===== config.mk =====
export PLATFORM = sky130hd
export DESIGN_NAME = cedge_phase_picker
export DESIGN_NICKNAME = d
export VERILOG_FILES = /design/src/rtl/cpp_pkg.sv /design/src/rtl/cpp_edge_finder.sv /design/src/rtl/cpp_domain_chain.sv /design/src/rtl/cedge_phase_picker.sv
export SDC_FILE = /design/constraint.sdc
export NUM_CORES = 1
export LEC_CHECK = 0
export ABC_AREA = 1
export ABC_CLOCK_PERIOD_IN_PS = 6600
export BUFFER_PORTS_ARGS = -buffer_cell sky130_fd_sc_hd__buf_2
export CAP_MARGIN = 20
export CORE_UTILIZATION = 30
export CTS_CLUSTER_DIAMETER = 50
export DETAILED_ROUTE_END_ITERATION = 12
export HOLD_SLACK_MARGIN = 0.03
export PLACE_DENSITY = 0.55
export SLEW_MARGIN = 20
export SYNTH_ARGS = -nofsm -noshare
export SYNTH_HDL_FRONTEND = slang
export SYNTH_SLANG_ARGS = --single-unit

===== constraint.sdc =====
create_clock -name clk -period 6.6 [get_ports clk]
set_input_delay 1.98 -clock clk [delete_from_list [all_inputs] [get_ports clk]]
set_output_delay 1.98 -clock clk [all_outputs]
set_load 0.02 [all_outputs]

===== src/rtl/cpp_pkg.sv =====
package cpp_pkg;

    typedef enum logic {
        ST_SEEK = 1'b0,
        ST_HOLD = 1'b1
    } pick_state_e;

endpackage


===== src/rtl/cpp_edge_finder.sv =====
module cpp_edge_finder #(
    parameter int M = 5
) (
    input  logic         clk,
    input  logic         rst_n,
    input  logic         vld_i,
    input  logic [M-1:0] samp_i,
    output logic [M-1:0] edge_oh_o
);
    logic         last_q;
    logic         primed_q;
    logic [M-1:0] prev_w;
    logic [M-1:0] raw_w;

    // each sample compared with its predecessor in time
    always_comb begin
        prev_w = {samp_i[M-2:0], last_q};
        raw_w  = samp_i ^ prev_w;
        if (vld_i && primed_q)
            edge_oh_o = raw_w & (~raw_w + M'(1));
        else
            edge_oh_o = '0;
    end

    always_ff @(posedge clk) begin
        if (!rst_n) begin
            last_q   <= 1'b0;
            primed_q <= 1'b0;
        end else if (vld_i) begin
            last_q   <= samp_i[M-1];
            primed_q <= 1'b1;
        end
    end
endmodule


===== src/rtl/cpp_domain_chain.sv =====
module cpp_domain_chain #(
    parameter int W = 3
) (
    input  logic clk,
    input  logic rst_n,
    input  logic adv_i,
    input  logic clr_i,
    output logic hit_o
);
    generate
        if (W == 1) begin : g_single
            assign hit_o = adv_i;
        end else begin : g_chain
            localparam int SW = W - 1;
            logic [SW-1:0] sr_q;

            assign hit_o = adv_i && sr_q[SW-1];

            always_ff @(posedge clk) begin
                if (!rst_n)
                    sr_q <= '0;
                else if (clr_i)
                    sr_q <= '0;
                else if (adv_i)
                    sr_q <= SW'({sr_q, 1'b1});
            end
        end
    endgenerate
endmodule


===== src/rtl/cedge_phase_picker.sv =====
module cedge_phase_picker #(
    parameter int M = 5,
    parameter int W = 3
) (
    input  logic                 clk,
    input  logic                 rst_n,
    input  logic                 samp_vld_i,
    input  logic [M-1:0]         samp_i,
    output logic                 bit_o,
    output logic                 bit_vld_o,
    output logic                 decide_o,
    output logic [$clog2(M)-1:0] phase_o,
    output logic                 lock_o
);
    import cpp_pkg::*;

    localparam int PW   = $clog2(M);
    localparam int HALF = (M + 1) / 2;

    logic [M-1:0]  edge_oh;
    logic [M-1:0]  hit_v;
    logic          flush;
    logic [PW-1:0] hit_idx;
    logic [PW-1:0] new_phase;
    logic [PW-1:0] phase_q;
    pick_state_e   state_q, state_d;

    cpp_edge_finder #(.M(M)) u_edges (
        .clk      (clk),
        .rst_n    (rst_n),
        .vld_i    (samp_vld_i),
        .samp_i   (samp_i),
        .edge_oh_o(edge_oh)
    );

    assign flush = |hit_v;

    generate
        for (genvar i = 0; i < M; i++) begin : g_dom
            localparam logic [M-1:0] SELF = M'(1) << i;
            logic others;
            assign others = |(edge_oh & ~SELF);
            cpp_domain_chain #(.W(W)) u_chain (
                .clk  (clk),
                .rst_n(rst_n),
                .adv_i(edge_oh[i]),
                .clr_i(others | flush),
                .hit_o(hit_v[i])
            );
        end
    endgenerate

    always_comb begin
        hit_idx = '0;
        for (int k = 0; k < M; k++)
            if (hit_v[k]) hit_idx = PW'(k);
        new_phase = PW'((32'(hit_idx) + HALF) % M);
    end

    // next-state logic
    always_comb begin
        state_d = state_q;
        unique case (state_q)
            ST_SEEK: if (flush) state_d = ST_HOLD;   // SEEK_TO_HOLD
            ST_HOLD: state_d = ST_HOLD;
            default: state_d = ST_SEEK;
        endcase
    end

    always_ff @(posedge clk) begin
        if (!rst_n)
            state_q <= ST_SEEK;
        else
            state_q <= state_d;
    end

    // outputs and phase register
    always_ff @(posedge clk) begin
        if (!rst_n) begin
            bit_o     <= 1'b0;
            bit_vld_o <= 1'b0;
            decide_o  <= 1'b0;
            phase_q   <= '0;
        end else begin
            bit_vld_o <= samp_vld_i;
            decide_o  <= flush;
            if (samp_vld_i)
                bit_o <= samp_i[phase_q];
            if (flush)
                phase_q <= new_phase;
        end
    end

    assign phase_o = phase_q;
    assign lock_o  = (state_q == ST_HOLD);
endmodule


==> impl_results.md, run 1 <==
- Number of enable flip-flop cells after synthesis: 0
- Vias: around 1000
- Post-synth top flop: dfxtp_1
- Syn Area/Cell: approximately 7.3 um2
- PwrDens: 174 nW/um2
- End of the worst register-to-register path: phase_o[1]$_SDFFE_PN0P_
- Sequential fraction of design power: 0.511
- CP max FO: 5
- Post-synthesis cell count: about 160
- Final Core Density: 0.362
- DRC violations left: 0
- Die area: 4150 um2
- Worst EP required: roughly 6800 ps
- Crit-path cells: buf_2, inv_2, nand2_1, nand2_2, nand2_2, nor2_4, nand3_4, nand2_1, ha_1, ha_1, nand2_1, nand4_1, nand2_1, o21ai_0, nand2_1, nand2_1
- CTS-repair resized insts: 0
- Clk pwr share: 0.358
- Maximum operating frequency: around 0.27 GHz
- H-tree Lvls: 1
- CP Launch Point: samp_i[0]
- WHS: 453 ps
- Worst r2r src: u_edges.primed_q$_SDFFE_PN0P_
- Top-area cell type share of the netlist area: 0.325
- Crit-path leading delay family: simple AND/OR/NAND/NOR gates
- CP Class: input pin to flip-flop
- Gate power share: 0.131
- Clk_skew: roughly 2.6 ps
- CTS Buf Count: 3
- Die X: 64.4 um
- Hold Path Sink: g_dom[1].u_chain.g_chain.sr_q[0]$_SDFFE_PP0P_
- Final ANT Viol Nets: 0
- Flop2flop setup slack: ~4400 ps
- Critical path's largest stage delay: between 200 and 300 ps
- Post-CTS Hold Buffers: 0
- Setup crit end kind: flip-flop
- Crit path buffers/inverters: 2
- Largest net degree at the start of global routing: 12
- Path depth of the worst reg2reg path: 12
- Min-delay src: g_dom[1].u_chain.g_chain.sr_q[0]$_SDFFE_PP0P_
- Antenna violations before repair: 0
- Post-synth ARST share: 0
- Core footprint: 3690 um2
- DRT iter0 DRCs: 43
- Fillers: 416
- Wire per inst: between 10 and 15 um
- Synthesis Warnings: 0
- Worst Path Arrival: between 3000 and 4000 ps
- Internal: roughly 0.00017 W
- Leak Pwr: 0.643 nW
- Post-synthesis sequential area ratio: 0.325
- Diodes inserted: 0
- Psw: between 0.00006 and 0.00007 W
- Worst-Skew Late Latency: 260 ps
- Worst setup SP type: input pin
- Worst-path clk slew: 70 ps
- Hold Vio Cnt, Final: 0
- Drt first pass iters: 4
- IO Pins: 15
- P&R area growth vs syn: 14.2%
- Layout cells sized above 1: 0.282
- Post-route setup TNS: 0 ps
- Switching portion of total power: 0.266
- Maxcap violations: 0
- Area contributors post-synth: dfxtp_1 (33%), nand2_1 (12%), inv_1 (7.4%), nand3_2 (6.0%), a21oi_1 (4.7%)
- I/O Buffers: 14
- Chip height: 64.4 um
- Placed inst area: around 1300 um2
- Placer Congestion: 0.808
- Post-synth cell types: 25
- Most common cell type on the critical path: nand2_1
- Gr usage total: 0.123
- # clock sinks: 19
- Min-Delay Path Class: flip-flop to flip-flop
- Initial core utilization: 0.317
- Top-count cell post-synth: nand2_1
- RSZ-0062 raised after global routing: no
- Setup Buffers After CTS: 0
- Worst vdd ir: 93.2 uV
- Post-Syn Area: 1170 um2
- NumNets Final: 190
- Max Buffers Root-to-Sink: 2
- First-pass GRT wire length: 3980 um
- Final setup fails: 0
- Hold path cells: 2
- Critical-path top delay cell: ha_1
- Final Instance Area: 1340 um2
- Tcrit/Tclk final: 0.571
- Synthesized flop and latch total: 19
- HPWL Detailed: roughly 1800 um
- Vias/cell: 4.45
- Slew Limit Fails: 0
- CTS tree: yes
- Drt total wl: 2270 um
- Status: completed
- Most frequent cells after synthesis: nand2_1 (36), inv_1 (23), dfxtp_1 (19), a21oi_1 (11), nor2_1 (10)
- Post-layout min period: 3770 ps
- Grt total ovfl: 0
- Syn nets: 173
- Max-slew headroom: 0.726
- CTS Root Cell: clkbuf_8
- Number of global-route vias before repair: a little over 900
- Row cnt: 22
- Slew @ Worst Pin: just over 400 ps
- Largest area contributor in the netlist: dfxtp_1
[registers in the layout, summed over array words and instances (netlist names)]
name,flops
decide_o,1
phase_o,3
bit_vld_o,1
u_edges.last_q,1
u_edges.primed_q,1
lock_o,1
g_dom.u_chain.g_chain.sr_q,10
bit_o,1
[routing by layer]
metal	wire length, um	vias to the layer above	GRT usage
li1	-	549	-
met1	1200	435	0.167
met2	965	15	0.189
met3	93	2	0.0370
met4	18	0	0.0333
met5	0	-	0
[layout by cell type, fill, tap and decap left out]
cell type   n
o21ai_0     6
nand2_1    36
nand2_2     7
nand4_1     5
ha_1        4
nor3_1      2
o21ai_1     1
nor2_4      3
xnor2_1     1
dfxtp_1    19
o221a_2     1
a21oi_2     3
nand3_2     7
inv_1      23
clkbuf_1    1
nand3_1     7
nor2_8      1
nand3b_2    1
inv_2       6
buf_2      14
nand3_4     2
nor2_2      2
clkbuf_8    3
nor2_1     10
a21oi_1    11
xor2_1      1
[through the flow]
step	instances	total power, W	setup WS, ps
after global placement	221	0.000152	2540
after detailed placement	221	0.000152	2540
final	225	0.000232	2830
after floorplan	161	0.000143	2850
after global routing	225	0.000245	2590
after CTS	225	0.000236	2810
[worst reg2reg max path: cells and delay by family, from the launching register on]
family,cells,cell delay (ps)
flip-flops,1,360
AND/OR/NAND/NOR,8,870
adder cells (fa/ha/maj),2,460
AO/OA/AOI/OAI,2,420
[kinds of logic (layout without fill, tap and decap cells)]
| kind of cell | after synthesis | count (layout) | share of synthesized area |
|---|---|---|---|
| compound gates | 22 | 22 | 0.109 |
| buf+inv | 31 | 47 | 0.101 |
| flops | 19 | 19 | 0.325 |
| fa+ha+maj | 4 | 4 | 0.0428 |
| xor+xnor | 2 | 2 | 0.0150 |
| simple gates | 83 | 83 | 0.407 |
[power groups by stage]
stage | sequential [W] | clock (W) | combinational (W)
after floorplan | 0.000122 | 0 | 0.0000211
after global placement | 0.000121 | 0 | 0.0000305
after detailed placement | 0.000121 | 0 | 0.0000303
after CTS | 0.000119 | 0.0000867 | 0.0000304
after global routing | 0.000119 | 0.0000924 | 0.0000339
final | 0.000119 | 0.0000831 | 0.0000303
[worst max path at each step]
stage | endpoint | slack (ps) | cells past startpoint
detailed placement | phase_o[1]$_SDFFE_PN0P_ | 2540 | 14
global placement | phase_o[1]$_SDFFE_PN0P_ | 2540 | 14
CTS | phase_o[1]$_SDFFE_PN0P_ | 2810 | 13
global route | phase_o[1]$_SDFFE_PN0P_ | 2590 | 16
floorplan | phase_o[1]$_SDFFE_PN0P_ | 2850 | 16
finish | phase_o[1]$_SDFFE_PN0P_ | 2830 | 16
[final cells by class]
| type | count | area [um2] | share of cell area |
|---|---|---|---|
| inverters | 29 | 109 | 0.0815 |
| flip-flops and latches | 19 | 380 | 0.285 |
| repair buffers | 14 | 70.1 | 0.0525 |
| well taps | 48 | 60.1 | 0.0450 |
| clock buffers | 4 | 45.0 | 0.0337 |
| multi-input cells | 111 | 671 | 0.502 |
No activity file was read; power rests on OpenSTA's default activity.
==> run 2: changes to the inputs <==
--- a/config.mk
+++ b/config.mk
@@ -6,14 +6,14 @@
 export NUM_CORES = 1
 export LEC_CHECK = 0
 export ABC_AREA = 1
-export ABC_CLOCK_PERIOD_IN_PS = 6600
+export ABC_CLOCK_PERIOD_IN_PS = 3000
 export BUFFER_PORTS_ARGS = -buffer_cell sky130_fd_sc_hd__buf_2
 export CAP_MARGIN = 20
 export CORE_UTILIZATION = 30
 export CTS_CLUSTER_DIAMETER = 50
 export DETAILED_ROUTE_END_ITERATION = 12
 export HOLD_SLACK_MARGIN = 0.03
-export PLACE_DENSITY = 0.55
+export PLACE_DENSITY = 0.57
 export SLEW_MARGIN = 20
 export SYNTH_ARGS = -nofsm -noshare
 export SYNTH_HDL_FRONTEND = slang
==> constraint.sdc (replaced) <==
create_clock -name clk -period 3 [get_ports clk]
set_input_delay 0.9 -clock clk [delete_from_list [all_inputs] [get_ports clk]]
set_output_delay 0.9 -clock clk [all_outputs]
set_load 0.02 [all_outputs]
==> run 2 against run 1 <==
Net effect: combinational power increased by 120%; non-clock buffer count increased by 1; sequential power increased by 120%; power increased by 120%; via count increased by 1.2%; critical path depth decreased by 3; die area unchanged; largest cell class unchanged.
==> impl_results.md, run 2 (same netlist as run 1, synthesis figures left out) <==
- Post-layout min period: 2670 ps
- Worst-Skew Late Latency: 260 ps (about the same)
- Final worst-path setup slack: 329 ps (-2500 ps)
- Final Instance Area: 1340 um2 (+0.56%)
- End of the worst register-to-register path: phase_o[1]$_SDFFE_PN0P_
- Switching portion of total power: 0.268 (+0.00201)
- Max Buffers Root-to-Sink: 2 (unchanged)
- Drt total wl: 2310 um (+1.4%)
- Largest register by flop count: g_dom.u_chain.g_chain.sr_q
- WHS: 455 ps (+1.36 ps)
- Die area: 4150 um2 (unchanged)
- Drt first pass iters: 4 (unchanged)
- Hold Path Sink: g_dom[1].u_chain.g_chain.sr_q[0]$_SDFFE_PP0P_
- Gate power share: 0.130 (about the same)
- Final setup fails: 0 (unchanged)
- Hold path cells: 2 (unchanged)
- Worst EP required: 3210 ps (-3550 ps)
- PwrDens: 382 nW/um2 (+120%)
- Number of global-route vias before repair: 939 (+3.6%)
- Worst vdd ir: 205 uV (+120%)
- Commonest non-fill, non-tap cell in the layout: nand2_1
- Gr usage total: 0.124 (+0.000559)
- Clk_skew: 1.22 ps (-1.41 ps)
- Worst Path Arrival: 2880 ps (-1040 ps)
- IO Pins: 15 (unchanged)
- Crit-path leading delay family: simple AND/OR/NAND/NOR gates
- I/O Buffers: 14 (unchanged)
- Maxcap violations: 0 (unchanged)
- CP Class: input pin to flip-flop
- Status: completed
- Tcrit/Tclk final: 0.890
- Crit path buffers/inverters: 2 (unchanged)
- Setup Buffers After CTS: 0 (unchanged)
- Worst r2r src: u_edges.last_q$_SDFFE_PN0P_
- Final Core Density: 0.364 (+0.00204)
- Largest net degree at the start of global routing: 12 (unchanged)
- Antenna violations before repair: 0 (unchanged)
- Post-route setup TNS: 0 ps (unchanged)
- Clk pwr share: 0.361 (+0.003)
- Row cnt: 22 (unchanged)
- Layout cells sized above 1: 0.287 (+0.00403)
- Min-Delay Path Class: flip-flop to flip-flop
- DRT iter0 DRCs: 43 (unchanged)
- Grt total ovfl: 0 (unchanged)
- Leak Pwr: 0.647 nW (+0.65%)
- Min-delay src: g_dom[1].u_chain.g_chain.sr_q[0]$_SDFFE_PP0P_
- Sequential fraction of design power: 0.509 (-0.002)
- Max FFs per register: 10 (unchanged)
- Worst setup SP type: input pin
- Final ANT Viol Nets: 0 (unchanged)
- Max-slew headroom: 0.746 (+0.0198)
- Vias/cell: 4.48 (+0.75%)
- Critical path's largest stage delay: 330 ps (+60 ps)
- Core footprint: 3690 um2 (unchanged)
- RSZ-0062 raised after global routing: no
- Internal: 0.000375 W (+120%)
- Die X: 64.4 um (unchanged)
- Worst-path clk slew: 70 ps (about the same)
- Path depth of the worst reg2reg path: 13 (+1)
- Psw: 0.000137 W (+120%)
- H-tree Lvls: 1 (unchanged)
- Crit-path cells: buf_2, inv_2, nand2_1, a21oi_1, nand3_4, nand2_1, ha_1, ha_1, nand2_1, nand4_1, o21ai_0, nand2_1, nand2_1
- Slew Limit Fails: 0 (unchanged)
- Placer Congestion: 0.796 (-1.5%)
- NumNets Final: 191 (+0.53%)
- Chip height: 64.4 um (unchanged)
- Maximum operating frequency: 0.374 GHz
- DRC violations left: 0 (unchanged)
- CTS Root Cell: clkbuf_8
- Vias: 1013 (+1.2%)
- Diodes inserted: 0 (unchanged)
- Slew @ Worst Pin: 382 ps (-29.7 ps)
- Most frequent cells in the layout: nand2_1 (36), inv_1 (23), dfxtp_1 (19)
- P&R area growth vs syn: 14.9%
- HPWL Detailed: 1830 um (+2.4%)
- Worst slack, placed: 57.4 ps (-2480 ps)
- CTS Buf Count: 3 (unchanged)
- CP max FO: 5 (unchanged)
- Setup crit end kind: flip-flop
- # clock sinks: 19 (unchanged)
- CTS tree: yes
- Most common cell type on the critical path: nand2_1
- Wire per inst: 10.2 um (+0.96%)
- First-pass GRT wire length: 3930 um (-1.2%)
- Post-CTS Hold Buffers: 0 (unchanged)
- Hold Vio Cnt, Final: 0 (unchanged)
- Critical-path top delay cell: a21oi_1
- Flop2flop setup slack: 790 ps (-3590 ps)
- Placed inst area: 1300 um2 (+0.58%)
- CTS-repair resized insts: 0 (unchanged)
- Initial core utilization: 0.317 (unchanged)
-- run 2: changes by cell type in the layout (fill, tap and decap cells not counted) --
cell	before	now
buf_4	0	1
-- run 2: worst max path at each step --
stage / startpoint / cells past startpoint / endpoint / slack [ps]
floorplan: samp_i[0] / 16 / phase_o[1]$_SDFFE_PN0P_ / 330
global placement: samp_i[0] / 15 / phase_o[1]$_SDFFE_PN0P_ / 110
detailed placement: samp_i[0] / 15 / phase_o[1]$_SDFFE_PN0P_ / 60
CTS: samp_i[0] / 15 / phase_o[1]$_SDFFE_PN0P_ / 320
global route: samp_i[0] / 15 / phase_o[1]$_SDFFE_PN0P_ / 120
finish: samp_i[2] / 13 / phase_o[1]$_SDFFE_PN0P_ / 330
-- run 2: layout make-up --
cell class              instances  area (um2)
clock buffers                   4        45.0
fillers                       393        2350
repair buffers                 15        77.6
flip-flops and latches         19         380
multi-input cells             111         671
well taps                      48        60.1
inverters                      29         109
-- run 2: stage by stage --
step / cells / total power [W]
6_report: 226 / 0.000513
5_1_grt: 226 / 0.000534
4_1_cts: 226 / 0.000516
3_5_place_dp: 222 / 0.000334
3_3_place_gp: 222 / 0.000334
2_1_floorplan: 161 / 0.000315
-- run 2: worst reg2reg max path, cell delays in order (launching register included) --
cell     delay (ps)
dfxtp_1         350
nand2_1          70
nand2_2         110
nand2_2          80
nor2_4          180
nand3_4         130
nand2_1         160
ha_1            280
ha_1            200
nand2_1          80
nand4_1         190
o21ai_0         210
nand2_1          70
nand2_1          50
-- run 2: power by group through the flow --
stage                     combinational (W)  sequential (W)  clock (W)
after floorplan                   0.0000464        0.000269          0
after global placement            0.0000669        0.000267          0
after detailed placement          0.0000671        0.000267          0
after CTS                         0.0000673        0.000261   0.000188
after global routing              0.0000755        0.000261   0.000197
final                             0.0000667        0.000261   0.000185
-- run 2: layer usage --
| metal | global-route usage | wire length (um) |
|---|---|---|
| met4 | 0.0583 | 29 |
| met5 | 0 | 0 |
| met1 | 0.148 | 1130 |
| met2 | 0.201 | 1050 |
| met3 | 0.0387 | 94 |
